File: config.mk
export PLATFORM = sky130hd
export DESIGN_NAME = gpio_debounce
export DESIGN_NICKNAME = d
export VERILOG_FILES = /design/src/rtl/gpio_debounce_pkg.sv /design/src/rtl/gpio_ms_prescaler.sv /design/src/rtl/gpio_in_sync.sv /design/src/rtl/gpio_flt_cell.sv /design/src/rtl/gpio_debounce.sv
export SDC_FILE = /design/constraint.sdc
export NUM_CORES = 1
export LEC_CHECK = 0
export BUFFER_PORTS_ARGS = -buffer_cell sky130_fd_sc_hd__buf_2
export CORE_ASPECT_RATIO = 1.2
export CORE_MARGIN = 8
export CORE_UTILIZATION = 56
export DETAILED_ROUTE_END_ITERATION = 6
export PLACE_DENSITY = 0.77
export SYNTH_ARGS = -nofsm -noshare
export SYNTH_HDL_FRONTEND = slang
export SYNTH_SLANG_ARGS = --single-unit
File: constraint.sdc
create_clock -name clk -period 7 [get_ports clk]
set_clock_uncertainty 0.15 [all_clocks]
set_input_delay 0.7 -clock clk [delete_from_list [all_inputs] [get_ports clk]]
set_output_delay 0.7 -clock clk [all_outputs]
set_load 0.02 [all_outputs]
File: src/rtl/gpio_debounce_pkg.sv
package gpio_debounce_pkg;
  localparam int CTRL_W   = 9;
  localparam int EN_BIT   = 8;
  localparam int EXP_LSB  = 5;
  localparam int EXP_W    = 3;
  localparam int MAX_EXP  = (1 << EXP_W) - 1;
  localparam int WCNT_W   = MAX_EXP + 1;

  typedef struct packed {
    logic             en;
    logic [EXP_W-1:0] exp;
  } flt_cfg_t;

  function automatic flt_cfg_t decode_ctrl(input logic [CTRL_W-1:0] w);
    flt_cfg_t c;
    c.en  = w[EN_BIT];
    c.exp = w[EXP_LSB +: EXP_W];
    return c;
  endfunction
endpackage

File: src/rtl/gpio_ms_prescaler.sv
module gpio_ms_prescaler #(
  parameter int DIV = 1000
) (
  input  logic clk,
  input  logic rst,
  output logic ms_tick
);
  localparam int CW = (DIV > 1) ? $clog2(DIV) : 1;
  localparam logic [CW-1:0] LAST = CW'(DIV - 1);

  logic [CW-1:0] div_cnt;

  always_ff @(posedge clk) begin
    if (rst) begin
      div_cnt <= '0;
      ms_tick <= 1'b0;
    end else begin
      ms_tick <= (div_cnt == LAST);
      if (div_cnt == LAST) div_cnt <= '0;
      else                 div_cnt <= div_cnt + 1'b1;
    end
  end
endmodule

File: src/rtl/gpio_in_sync.sv
module gpio_in_sync #(
  parameter int N = 4
) (
  input  logic         clk,
  input  logic [N-1:0] d_async,
  output logic [N-1:0] d_sync
);
  logic [N-1:0] meta_q;

  // No reset: the stages carry the pin level straight through reset
  always_ff @(posedge clk) begin
    meta_q <= d_async;
    d_sync <= meta_q;
  end
endmodule

File: src/rtl/gpio_flt_cell.sv
module gpio_flt_cell
  import gpio_debounce_pkg::*;
(
  input  logic     clk,
  input  logic     rst,
  input  logic     ms_tick,
  input  logic     lvl_sync,
  input  flt_cfg_t cfg,
  output logic     lvl_clean
);
  flt_cfg_t          cfg_q;
  logic [WCNT_W-1:0] ms_cnt;
  logic [WCNT_W-1:0] win_last;
  logic              cfg_moved;

  assign win_last  = (WCNT_W'(1) << cfg.exp) - WCNT_W'(1);
  assign cfg_moved = (cfg != cfg_q);

  always_ff @(posedge clk) begin
    cfg_q <= cfg;
    if (rst || !cfg.en) begin
      lvl_clean <= lvl_sync;
      ms_cnt    <= '0;
    end else if (cfg_moved || (lvl_sync == lvl_clean)) begin
      ms_cnt <= '0;
    end else if (ms_tick) begin
      if (ms_cnt >= win_last) begin
        lvl_clean <= lvl_sync;
        ms_cnt    <= '0;
      end else begin
        ms_cnt <= ms_cnt + 1'b1;
      end
    end
  end
endmodule

File: src/rtl/gpio_debounce.sv
module gpio_debounce
  import gpio_debounce_pkg::*;
#(
  parameter int N      = 4,
  parameter int CLK_HZ = 100_000_000
) (
  input  logic              clk,
  input  logic              rst,
  input  logic [N-1:0]      pin_raw,
  input  logic [N*CTRL_W-1:0] pin_ctrl,
  output logic [N-1:0]      pin_clean
);
  localparam int DIV = (CLK_HZ / 1000 > 0) ? CLK_HZ / 1000 : 1;

  logic         ms_tick;
  logic [N-1:0] sync_q;
  logic [N*EXP_LSB-1:0] ctrl_unused;

  gpio_ms_prescaler #(.DIV(DIV)) u_presc (
    .clk     (clk),
    .rst     (rst),
    .ms_tick (ms_tick)
  );

  gpio_in_sync #(.N(N)) u_sync (
    .clk     (clk),
    .d_async (pin_raw),
    .d_sync  (sync_q)
  );

  for (genvar i = 0; i < N; i++) begin : g_pin
    flt_cfg_t cfg_i;
    assign cfg_i = decode_ctrl(pin_ctrl[i*CTRL_W +: CTRL_W]);
    assign ctrl_unused[i*EXP_LSB +: EXP_LSB] = pin_ctrl[i*CTRL_W +: EXP_LSB];

    gpio_flt_cell u_cell (
      .clk       (clk),
      .rst       (rst),
      .ms_tick   (ms_tick),
      .lvl_sync  (sync_q[i]),
      .cfg       (cfg_i),
      .lvl_clean (pin_clean[i])
    );
  end
endmodule

==> results by group, run 1 <==
Worst hold path
  • Min-delay src: u_sync.meta_q[1]$_DFF_P_
  • Hold-critical path depth: 0
  • Endpoint, Worst Hold: u_sync.d_sync[1]$_DFF_P_
  • Hold crit path type: reg -> reg

Route
  • TritonRoute pass-1 iters: 4
  • Antenna Nets Post-Route: 0
  • Wirelength, routed: 7.15 mm
  • Avg Vias per Cell: 5.54
  • Vias: 3040
  • First-iteration detailed-routing DRC count: 114
  • DRC viols: 0
  • DR WL/cell: 13.0 um

Die
  • Initial Utilization: 57.6%
  • Core area: 6810 sq um
  • Die H: 108 um
  • Chip width: 92.4 um
  • I/O pin cnt: 46
  • # rows: 33
  • Die area: 9950 sq um

Finish
  • ANT cells: 0
  • Area growth syn-to-layout: 8.55%
  • Post-Layout Inst Area: 4260 sq um
  • Share of cells above drive strength 1: 10.4%
  • Most frequent cells in the layout: dfxtp_1, nor2_1, nand3_1
  • Nets: 536
  • Commonest non-fill, non-tap cell in the layout: dfxtp_1

Power and ir drop
  • Sequential Power Share: 56.2%
  • Leakage power: 1.61 nW
  • Power Density: 194 nW/um^2
  • Sw frac: 25.7%
  • Combinational Power Share: 6.5%
  • Clock share of power: 37.4%
  • Total internal power: 0.614 mW
  • NetSw: 0.212 mW
  • VDD IR max: 0.139 mV

Worst setup path
  • Cell Chain, Critical Path: buf_2, or3_1, ha_1, nor2b_1, o21ai_0, a211oi_1, nand4b_1, nand3_1
  • Reg-to-Reg Start: g_pin[1].u_cell.ms_cnt[2]$_SDFFE_PP0P_
  • Worst r2r dst: g_pin[1].u_cell.lvl_clean$_DFFE_PP_
  • Worst Setup Path Type: in -> reg
  • CP Launch Type: input pin
  • Slowest CP cell: a211oi_1
  • Critical Path RT: 6.95 ns
  • Reg2Reg Setup Slack: 4.51 ns
  • Crit-path max FO: 9
  • Setup crit end kind: register
  • Worst reg-to-reg path cell count: 6
  • Worst Path Arrival: 2.73 ns
  • CP peak stage delay: 0.71 ns

Global route
  • GR Overflow Total: 0
  • Initial antenna violation count: 0
  • Global-route wire length before repair: 12.2 mm
  • Largest net degree at the start of global routing: 29
  • GR Util All Layers: 14.6%
  • Vias in the first global route: 2935

Logic synthesis
  • Mean area per synthesized cell: 9.08 sq um
  • Unique masters post-synth: 42
  • Synth Register Bits: 78
  • Sequential area share after synthesis: 40.8%
  • Synth Cell Area: 3920 sq um
  • Post-synthesis cell count: 432
  • Ys Warns: 0

Clocking
  • Worst skew pair latency: 0.35 ns
  • Post-cts sizing count: 0
  • Clk root buf: clkbuf_8
  • Clock Tree Buf Depth: 2
  • Post-CTS Setup Bufs: 0
  • Clk slew on worst S/H paths: 0.09 ns
  • Clk sinks: 78
  • CTS HTree Levels: 3
  • Hold Buf Count CTS: 0
  • Num CTS Buffers: 9
  • CTS tree: built

Status
  • Status: complete, no violations

STA
  • Setup TNS Final: 0 ns
  • Final setup viols: 0
  • Slew @ Worst Pin: 0.803 ns
  • Maximum clock frequency: 360 MHz
  • Slew headroom: 46.1%
  • Fin. max-slew vios: 0
  • Final Cycle Share: 39.7%
  • Unrepaired setup endpoints after global routing: false
  • Tmin final: 2.78 ns
  • Hold Vio Cnt, Final: 0

Placed design
  • IO buf count: 25
  • Hpwl dp: 5.24 mm
  • Area after DPL: 4080 sq um
  • Routability Congestion: 0.812

Run
  • Maxcap violations: 0
synth_stat cells (all sizes together):
master	count	area (sq um)
o21ai	13	65.1
nor4	1	6.26
nor2	59	221
and4	4	35.0
clkinv	2	7.51
clkbuf	3	11.3
nand4b	6	52.6
a21oi	18	93.8
a31oi	4	25.0
or4	3	30.0
buf	12	88.8
nand2	33	124
o211ai	1	7.51
o31ai	1	21.3
o211a	1	10.0
a211oi	9	67.6
and3	4	25.0
nand3	41	205
xor2	29	254
conb	1	3.75
inv	10	37.5
ha	37	463
nor4b	2	17.5
mux2i	1	10.0
nand3b	4	30.0
nand4	12	75.1
nor3	6	30.0
edfxtp	4	120
nor2b	5	31.3
o21bai	3	33.8
a32oi	1	8.76
or3	4	26.3
xnor2	21	184
and2	3	18.8
dfxtp	74	1480
layout make-up:
type	instances	area, sq um
Tap cell	87	109
Timing Repair Buffer	26	133
Fill cell	591	2550
Sequential cell	78	1600
Clock inverter	7	58.8
Multi-Input combinational cell	330	2190
Inverter	12	45.0
Clock buffer	9	124
worst max-delay path by stage:
stage	from	end	slack, ns	depth (start not counted)
final	pin_ctrl[34]	g_pin[3].u_cell.lvl_clean$_DFFE_PP_	4.22	8
after global routing	pin_ctrl[34]	g_pin[3].u_cell.lvl_clean$_DFFE_PP_	4.03	8
after floorplan	pin_ctrl[34]	g_pin[3].u_cell.lvl_clean$_DFFE_PP_	4.24	8
after detailed placement	pin_ctrl[34]	g_pin[3].u_cell.lvl_clean$_DFFE_PP_	3.86	8
after global placement	pin_ctrl[34]	g_pin[3].u_cell.lvl_clean$_DFFE_PP_	3.90	8
after CTS	pin_ctrl[34]	g_pin[3].u_cell.lvl_clean$_DFFE_PP_	4.24	8
flip-flops by register name (all words and copies together), names as in the netlist:
name / flops
g_pin.u_cell.ms_cnt: 32
u_presc.div_cnt: 17
g_pin.u_cell.cfg_q: 16
g_pin.u_cell.lvl_clean: 4
u_sync.d_sync: 4
u_sync.meta_q: 4
u_presc.ms_tick: 1
worst max-delay path, delay by kind of cell:
family,cells,cell delay [ns]
buf+inv,1,0.15
simple gates,4,0.80
fa+ha+maj,1,0.28
compound gates,2,0.80
stage by stage:
stage	hold WS, ns	std cells	utilization, %	worst slack (ns)	power [mW]
2_1_floorplan	0.160	435	-	4.24	0.513
3_3_place_gp	0.160	533	59.8	3.90	0.525
3_5_place_dp	0.165	533	59.8	3.86	0.528
4_1_cts	0.186	549	62.5	4.24	0.835
5_1_grt	0.192	549	62.5	4.03	0.859
6_report	0.182	549	62.5	4.22	0.826
power by group through the flow:
stage / Combinational [mW] / Sequential (mW) / Clock, mW
final: 0.0533 / 0.464 / 0.309
after global routing: 0.0607 / 0.465 / 0.333
after CTS: 0.0538 / 0.464 / 0.317
after detailed placement: 0.0535 / 0.475 / 0
after global placement: 0.0511 / 0.474 / 0
after floorplan: 0.0394 / 0.473 / 0
metal layers:
layer  vias to the layer above  share of wire [%]  GRT usage (%)
li1                       1557                  -              -
met1                      1430                 47           16.8
met2                        37                 48           24.9
met3                        16                2.6           3.35
met4                         0                2.0           7.61
met5                         -                  0              0
kinds of logic (layout without fill, tap and decap cells):
logic type                 count (synthesis)  in the layout  share of synthesized area [%]
muxes                                      1              1                          0.255
buffers and inverters                     27             54                           3.70
AOI/OAI and AO/OA                         51             51                           8.48
xor gates and xnor gates                  50             50                           11.2
DFF                                       78             78                           40.8
adders and majority gates                 37             37                           11.8
and+or+nand+nor                          187            187                           23.7
other                                      1              4                         0.0956
Power figures use the tool's default switching activity.
==> run 2, diff against run 1 <==
==> constraint.sdc (replaced) <==
create_clock -name clk -period 2.6 [get_ports clk]
set_clock_uncertainty 0.15 [all_clocks]
set_input_delay 0.26 -clock clk [delete_from_list [all_inputs] [get_ports clk]]
set_output_delay 0.26 -clock clk [all_outputs]
set_load 0.02 [all_outputs]
==> results by group, run 2 (synthesized netlist as in run 1, its figures left out) <==
Status
  • Status: complete, no violations (unchanged)

Worst setup path
  • CP peak stage delay: 0.53 ns (was 0.71 ns)
  • Worst Path Arrival: 2.43 ns (was 2.73 ns)
  • Cell Chain, Critical Path: dlygate4sd3_1, buf_2, or3_2, ha_1, nor2b_1, o21ai_0, a21oi_2, nand4b_1, nand3_1 (was buf_2, or3_1, ha_1, nor2b_1, o21ai_0, a211oi_1, nand4b_1, nand3_1)
  • Critical Path RT: 2.51 ns (was 6.95 ns)
  • Slowest CP cell: dlygate4sd3_1 (was a211oi_1)
  • Setup crit end kind: register (unchanged)
  • Reg-to-Reg Start: g_pin[1].u_cell.ms_cnt[2]$_SDFFE_PP0P_ (unchanged)
  • Worst Setup Path Type: in -> reg (unchanged)
  • Worst r2r dst: g_pin[1].u_cell.ms_cnt[2]$_SDFFE_PP0P_ (was g_pin[1].u_cell.lvl_clean$_DFFE_PP_)
  • CP Launch Type: input pin (unchanged)
  • Crit-path max FO: 9 (unchanged)
  • Bufs and invs on worst path: 2 (was 1)
  • Worst reg-to-reg path cell count: 7 (was 6)
  • Crit path max-delay family: simple AND/OR/NAND/NOR gates (unchanged)
  • Reg2Reg Setup Slack: 0.43 ns (was 4.51 ns)

Clocking
  • CTS tree: built (unchanged)
  • Num CTS Buffers: 9 (unchanged)
  • CTS HTree Levels: 3 (unchanged)
  • Post-CTS Setup Bufs: 0 (unchanged)
  • Clk sinks: 78 (unchanged)
  • Worst skew pair latency: 0.36 ns (was 0.35 ns)
  • Clock Tree Buf Depth: 2 (unchanged)
  • Clk root buf: clkbuf_8 (unchanged)
  • Clk slew on worst S/H paths: 0.09 ns (about the same)

STA
  • Fin. max-slew vios: 0 (unchanged)
  • Final setup viols: 0 (unchanged)
  • Tmin final: 2.51 ns
  • Maximum clock frequency: 398 MHz
  • Slew @ Worst Pin: 0.613 ns (was 0.803 ns)
  • Setup TNS Final: 0 ns (unchanged)
  • Unrepaired setup endpoints after global routing: false (unchanged)
  • Final Cycle Share: 96.7%
  • Hold Vio Cnt, Final: 0 (unchanged)
  • Slew headroom: 59.1% (was 46.1%)
  • WHS: 0.172 ns (was 0.182 ns)

Route
  • TritonRoute pass-1 iters: 4 (unchanged)
  • Vias: 3124 (was 3040)
  • First-iteration detailed-routing DRC count: 121 (was 114)
  • Antenna Nets Post-Route: 0 (unchanged)
  • Routed met2 length: 3.93 mm (was 3.44 mm)
  • DRT met1 WL: 3.36 mm (was 3.39 mm)
  • DRC viols: 0 (unchanged)
  • DR WL met3: 211 um (was 186 um)
  • Avg Vias per Cell: 5.45 (was 5.54)
  • DR WL/cell: 13.4 um (was 13.0 um)
  • Top routing layer in use: met4 (unchanged)
  • Wirelength, routed: 7.65 mm (was 7.15 mm)

Finish
  • Area growth syn-to-layout: 15.3% (was 8.55%)
  • Most frequent cells in the layout: dfxtp_1, nor2_1, nand3_1 (unchanged)
  • Max reg flops: 32 (unchanged)
  • Commonest non-fill, non-tap cell in the layout: dfxtp_1 (unchanged)
  • Nets: 560 (was 536)
  • Biggest register: g_pin.u_cell.ms_cnt (unchanged)
  • ANT cells: 0 (unchanged)
  • Top Registers: g_pin.u_cell.ms_cnt (32), u_presc.div_cnt (17), g_pin.u_cell.cfg_q (16) (unchanged)
  • Share of cells above drive strength 1: 11.1% (was 10.4%)

Worst hold path
  • Min-delay src: pin_ctrl[34] (was u_sync.meta_q[1]$_DFF_P_)
  • Hold crit path type: in -> reg (was reg -> reg)
  • Hold-critical path depth: 1 (was 0)
  • Endpoint, Worst Hold: g_pin[3].u_cell.cfg_q[2]$_DFF_P_ (was u_sync.d_sync[1]$_DFF_P_)

Die
  • Die area: 9950 sq um (unchanged)
  • Initial Utilization: 57.6% (unchanged)
  • I/O pin cnt: 46 (unchanged)
  • Core area: 6810 sq um (unchanged)
  • Chip width: 92.4 um (unchanged)
  • Die H: 108 um (unchanged)
  • # rows: 33 (unchanged)

Power and ir drop
  • VDD IR max: 0.336 mV (was 0.139 mV)
  • Leakage power: 1.72 nW (was 1.61 nW)
  • Power Density: 505 nW/um^2 (was 194 nW/um^2)

Global route
  • Global-route wire length before repair: 13.3 mm (was 12.2 mm)
  • Initial antenna violation count: 0 (unchanged)
  • GR Util All Layers: 16.1% (was 14.6%)
  • GR Overflow Total: 0 (unchanged)
  • Largest net degree at the start of global routing: 28 (was 29)
  • Vias in the first global route: 3163 (was 2935)

Run
  • Maxcap violations: 0 (unchanged)

Placed design
  • Routability Congestion: 0.778 (was 0.812)
  • IO buf count: 25 (unchanged)
  • Hpwl dp: 5.46 mm (was 5.24 mm)
-- run 2: layout make-up --
type | instances | area (sq um)
inverter | 12 | 45.0
multi-input combinational | 330 | 2200
tap | 87 | 109
timing repair buffer | 50 | 374
fill | 557 | 2290
sequential | 78 | 1600
clock inverter | 7 | 67.6
clock buffer | 9 | 124
-- run 2: how the worst max path moves through the flow --
stage,startpoint,cells after the start,slack [ns],endpoint
2_1_floorplan,pin_ctrl[34],8,0.28,g_pin[3].u_cell.lvl_clean$_DFFE_PP_
3_3_place_gp,pin_ctrl[7],8,0.27,g_pin[0].u_cell.lvl_clean$_DFFE_PP_
3_5_place_dp,pin_ctrl[34],9,0.22,g_pin[3].u_cell.lvl_clean$_DFFE_PP_
4_1_cts,pin_ctrl[34],10,0.04,g_pin[3].u_cell.lvl_clean$_DFFE_PP_
5_1_grt,pin_ctrl[7],9,0.004,g_pin[0].u_cell.lvl_clean$_DFFE_PP_
6_report,pin_ctrl[7],9,0.09,g_pin[0].u_cell.lvl_clean$_DFFE_PP_
-- run 2: routing by layer --
layer / GRT usage, % / vias up
li1: - / 1603
met1: 17.6 / 1466
met2: 28.8 / 36
met3: 3.70 / 19
met4: 7.61 / 0
met5: 0 / -
-- run 2: metrics by stage --
step | worst slack (ns) | instances | utilization, % | instance area [sq um] | total power, mW
3_5_place_dp | 0.218 | 537 | 60.3 | 4110 | 1.42
5_1_grt | 0.00364 | 573 | 66.4 | 4520 | 2.38
2_1_floorplan | 0.282 | 435 | - | 3930 | 1.38
4_1_cts | 0.0385 | 574 | 66.2 | 4510 | 2.30
6_report | 0.0852 | 573 | 66.4 | 4520 | 2.28
3_3_place_gp | 0.269 | 537 | 60.3 | 4110 | 1.42
-- run 2: worst reg2reg max path, cell delays in order (launching register included) --
cell      delay (ns)
dfxtp_1         0.46
ha_1            0.30
a211oi_1        0.25
o21ai_0         0.18
a211oi_2        0.32
buf_4           0.19
nand4b_1        0.10
a31oi_1         0.16
-- run 2: power by group --
group	leakage, nW	internal [mW]	switching [mW]
logic	0.985	0.0815	0.0883
registers	0.646	1.23	0.0164
clock network	0.0936	0.368	0.495
-- run 2: what timing repair did --
item,4_1_cts,5_1_grt
endpoints found under the setup margin,0,16
hold buffers,21,0
hold endpoints to repair,23,0
gates resized for setup,0,6
==> run 3, diff against run 2 <==
--- a/config.mk
+++ b/config.mk
@@ -8,9 +8,9 @@
 export BUFFER_PORTS_ARGS = -buffer_cell sky130_fd_sc_hd__buf_2
 export CORE_ASPECT_RATIO = 1.2
 export CORE_MARGIN = 8
-export CORE_UTILIZATION = 56
+export CORE_UTILIZATION = 53
 export DETAILED_ROUTE_END_ITERATION = 6
-export PLACE_DENSITY = 0.77
+export PLACE_DENSITY = 0.76
 export SYNTH_ARGS = -nofsm -noshare
 export SYNTH_HDL_FRONTEND = slang
 export SYNTH_SLANG_ARGS = --single-unit
==> constraint.sdc (replaced) <==
create_clock -name clk -period 2.3 [get_ports clk]
set_clock_uncertainty 0.15 [all_clocks]
set_input_delay 0.23 -clock clk [delete_from_list [all_inputs] [get_ports clk]]
set_output_delay 0.23 -clock clk [all_outputs]
set_load 0.02 [all_outputs]
==> results by group, run 3 (synthesized netlist as in run 1, its figures left out) <==
Clocking
  • Clk root buf: clkbuf_8 (unchanged)
  • Clk sinks: 78 (unchanged)
  • Num CTS Buffers: 9 (unchanged)
  • Clock Tree Buf Depth: 2 (unchanged)
  • Clk slew on worst S/H paths: 0.09 ns (about the same)
  • CTS tree: built (unchanged)
  • CTS HTree Levels: 3 (unchanged)
  • Worst skew pair latency: 0.36 ns (about the same)

Worst setup path
  • Worst Setup Path Type: in -> reg (unchanged)
  • CP Launch Type: input pin (unchanged)
  • Critical Path RT: 2.45 ns (was 2.51 ns)
  • Crit-path max FO: 8 (was 9)
  • Worst Path Arrival: 2.33 ns (was 2.43 ns)
  • Setup crit end kind: register (unchanged)

Global route
  • Largest net degree at the start of global routing: 17 (was 28)
  • Vias in the first global route: 3030 (was 3163)
  • GR Util All Layers: 15.4% (was 16.1%)
  • Initial antenna violation count: 0 (unchanged)
  • GR Overflow Total: 0 (unchanged)
  • Global-route wire length before repair: 13.0 mm (was 13.3 mm)

STA
  • Final setup viols: 0 (unchanged)
  • Maximum clock frequency: 460 MHz
  • Unrepaired setup endpoints after global routing: false (unchanged)
  • Final Cycle Share: 94.6%
  • Setup TNS Final: 0 ns (unchanged)
  • Fin. max-slew vios: 0 (unchanged)
  • Hold Vio Cnt, Final: 0 (unchanged)
  • Tmin final: 2.18 ns

Route
  • TritonRoute pass-1 iters: 4 (unchanged)
  • DRC viols: 0 (unchanged)
  • Vias: 3140 (was 3124)
  • DR WL/cell: 12.7 um (was 13.4 um)
  • Avg Vias per Cell: 5.37 (was 5.45)
  • First-iteration detailed-routing DRC count: 170 (was 121)
  • Wirelength, routed: 7.42 mm (was 7.65 mm)
  • Antenna Nets Post-Route: 0 (unchanged)

Placed design
  • IO buf count: 25 (unchanged)
  • Routability Congestion: 0.774 (was 0.778)
  • Hpwl dp: 5.29 mm (was 5.46 mm)

Die
  • # rows: 34 (was 33)
  • Initial Utilization: 54.2% (was 57.6%)
  • I/O pin cnt: 46 (unchanged)
  • Die area: 10400 sq um (was 9950 sq um)
  • Core area: 7230 sq um (was 6810 sq um)
  • Die H: 110 um (was 108 um)
  • Chip width: 94.5 um (was 92.4 um)

Finish
  • Nets: 569 (was 560)
  • ANT cells: 0 (unchanged)
  • Share of cells above drive strength 1: 12.7% (was 11.1%)
  • Layout Utilization: 63.6% (was 66.4%)
  • Layout fillers: 599 (was 557)
  • Commonest non-fill, non-tap cell in the layout: dfxtp_1 (unchanged)
  • Area growth syn-to-layout: 17.3% (was 15.3%)
  • Max reg flops: 32 (unchanged)
  • Top Registers: g_pin.u_cell.ms_cnt (32), u_presc.div_cnt (17), g_pin.u_cell.cfg_q (16) (unchanged)
  • Most frequent cells in the layout: dfxtp_1, nor2_1, nand3_1 (unchanged)
  • Biggest register: g_pin.u_cell.ms_cnt (unchanged)

Status
  • Status: complete, no violations (unchanged)

Run
  • Maxcap violations: 0 (unchanged)

Power and ir drop
  • Leakage power: 1.77 nW (was 1.72 nW)
  • Power, Total: 2.68 mW (was 2.28 mW)
  • Power Density: 583 nW/um^2 (was 505 nW/um^2)
  • VDD IR max: 0.376 mV (was 0.336 mV)

Worst hold path
  • Hold crit path type: in -> reg (unchanged)
-- run 3: cell count changes in the layout (fill, tap and decap cells not counted), sizes merged --
cell | previous run | this run
dlymetal6s4s | 1 | 0
bufinv | 0 | 1
buf | 29 | 39
clkinvlp | 1 | 0
-- run 3: final cells by class --
class	count	area, sq um	area share (%)
well taps	90	113	2.45
flip-flops and latches	78	1600	34.8
clock buffers	9	124	2.69
inverters	12	45.0	0.979
repair buffers	59	443	9.63
clock inverters	7	81.3	1.77
multi-input cells	330	2190	47.6
-- run 3: final timing paths --
kind                                          startpoint                                endpoint  slack, ns  cells past startpoint
setup / recovery                            pin_ctrl[23]  g_pin[2].u_cell.ms_cnt[0]$_SDFFE_PP0P_       0.12                     10
hold / removal                              pin_ctrl[34]        g_pin[3].u_cell.cfg_q[2]$_DFF_P_       0.02                      2
setup reg to reg  g_pin[1].u_cell.ms_cnt[2]$_SDFFE_PP0P_  g_pin[1].u_cell.ms_cnt[2]$_SDFFE_PP0P_       0.16                      7
hold reg to reg                 u_sync.meta_q[0]$_DFF_P_                u_sync.d_sync[0]$_DFF_P_       0.18                      0
-- run 3: report_power, final --
part	switching [mW]	internal [mW]	total, mW
sequential	0.0189	1.39	1.41
clock	0.550	0.518	1.07
combinational	0.100	0.0989	0.199
total	0.669	2.01	2.68
-- run 3: through the flow --
step / instance area (sq um) / std cells / setup slack [ns] / hold WS, ns
floorplan: 3930 / 435 / 0.0123 / 0.108
global route: 4600 / 585 / 0.0151 / 0.0118
global placement: 4180 / 548 / 0.0651 / 0.162
detailed placement: 4180 / 548 / 0.0527 / 0.164
CTS: 4590 / 584 / 0.0343 / 0.000769
finish: 4600 / 585 / 0.125 / 0.0151
-- run 3: critical path, stage by stage --
cell and delay, ns:
dlygate4sd3_1 0.54, buf_2 0.16, or3_1 0.37, ha_1 0.27, nor2b_1 0.11, o21ai_0 0.09, a21oi_1 0.19, nand3b_1 0.10
buf_4 0.17, nor2_1 0.10
-- run 3: metal layers --
metal  global-route usage, %  vias to the layer above  part of all wire (%)
li1                        -                     1628                     -
met5                       0                        -                     0
met1                    17.1                     1467                    47
met3                    3.73                       12                   3.3
met4                    6.82                        0                   1.9
met2                    27.2                       33                    48
-- run 3: timing repair --
action                                 4_1_cts  5_1_grt
setup endpoints to repair                    0       16
hold buffers                                20        0
endpoints found under the hold margin       22        0
setup buffers                                0        1
resized for setup                            0        2
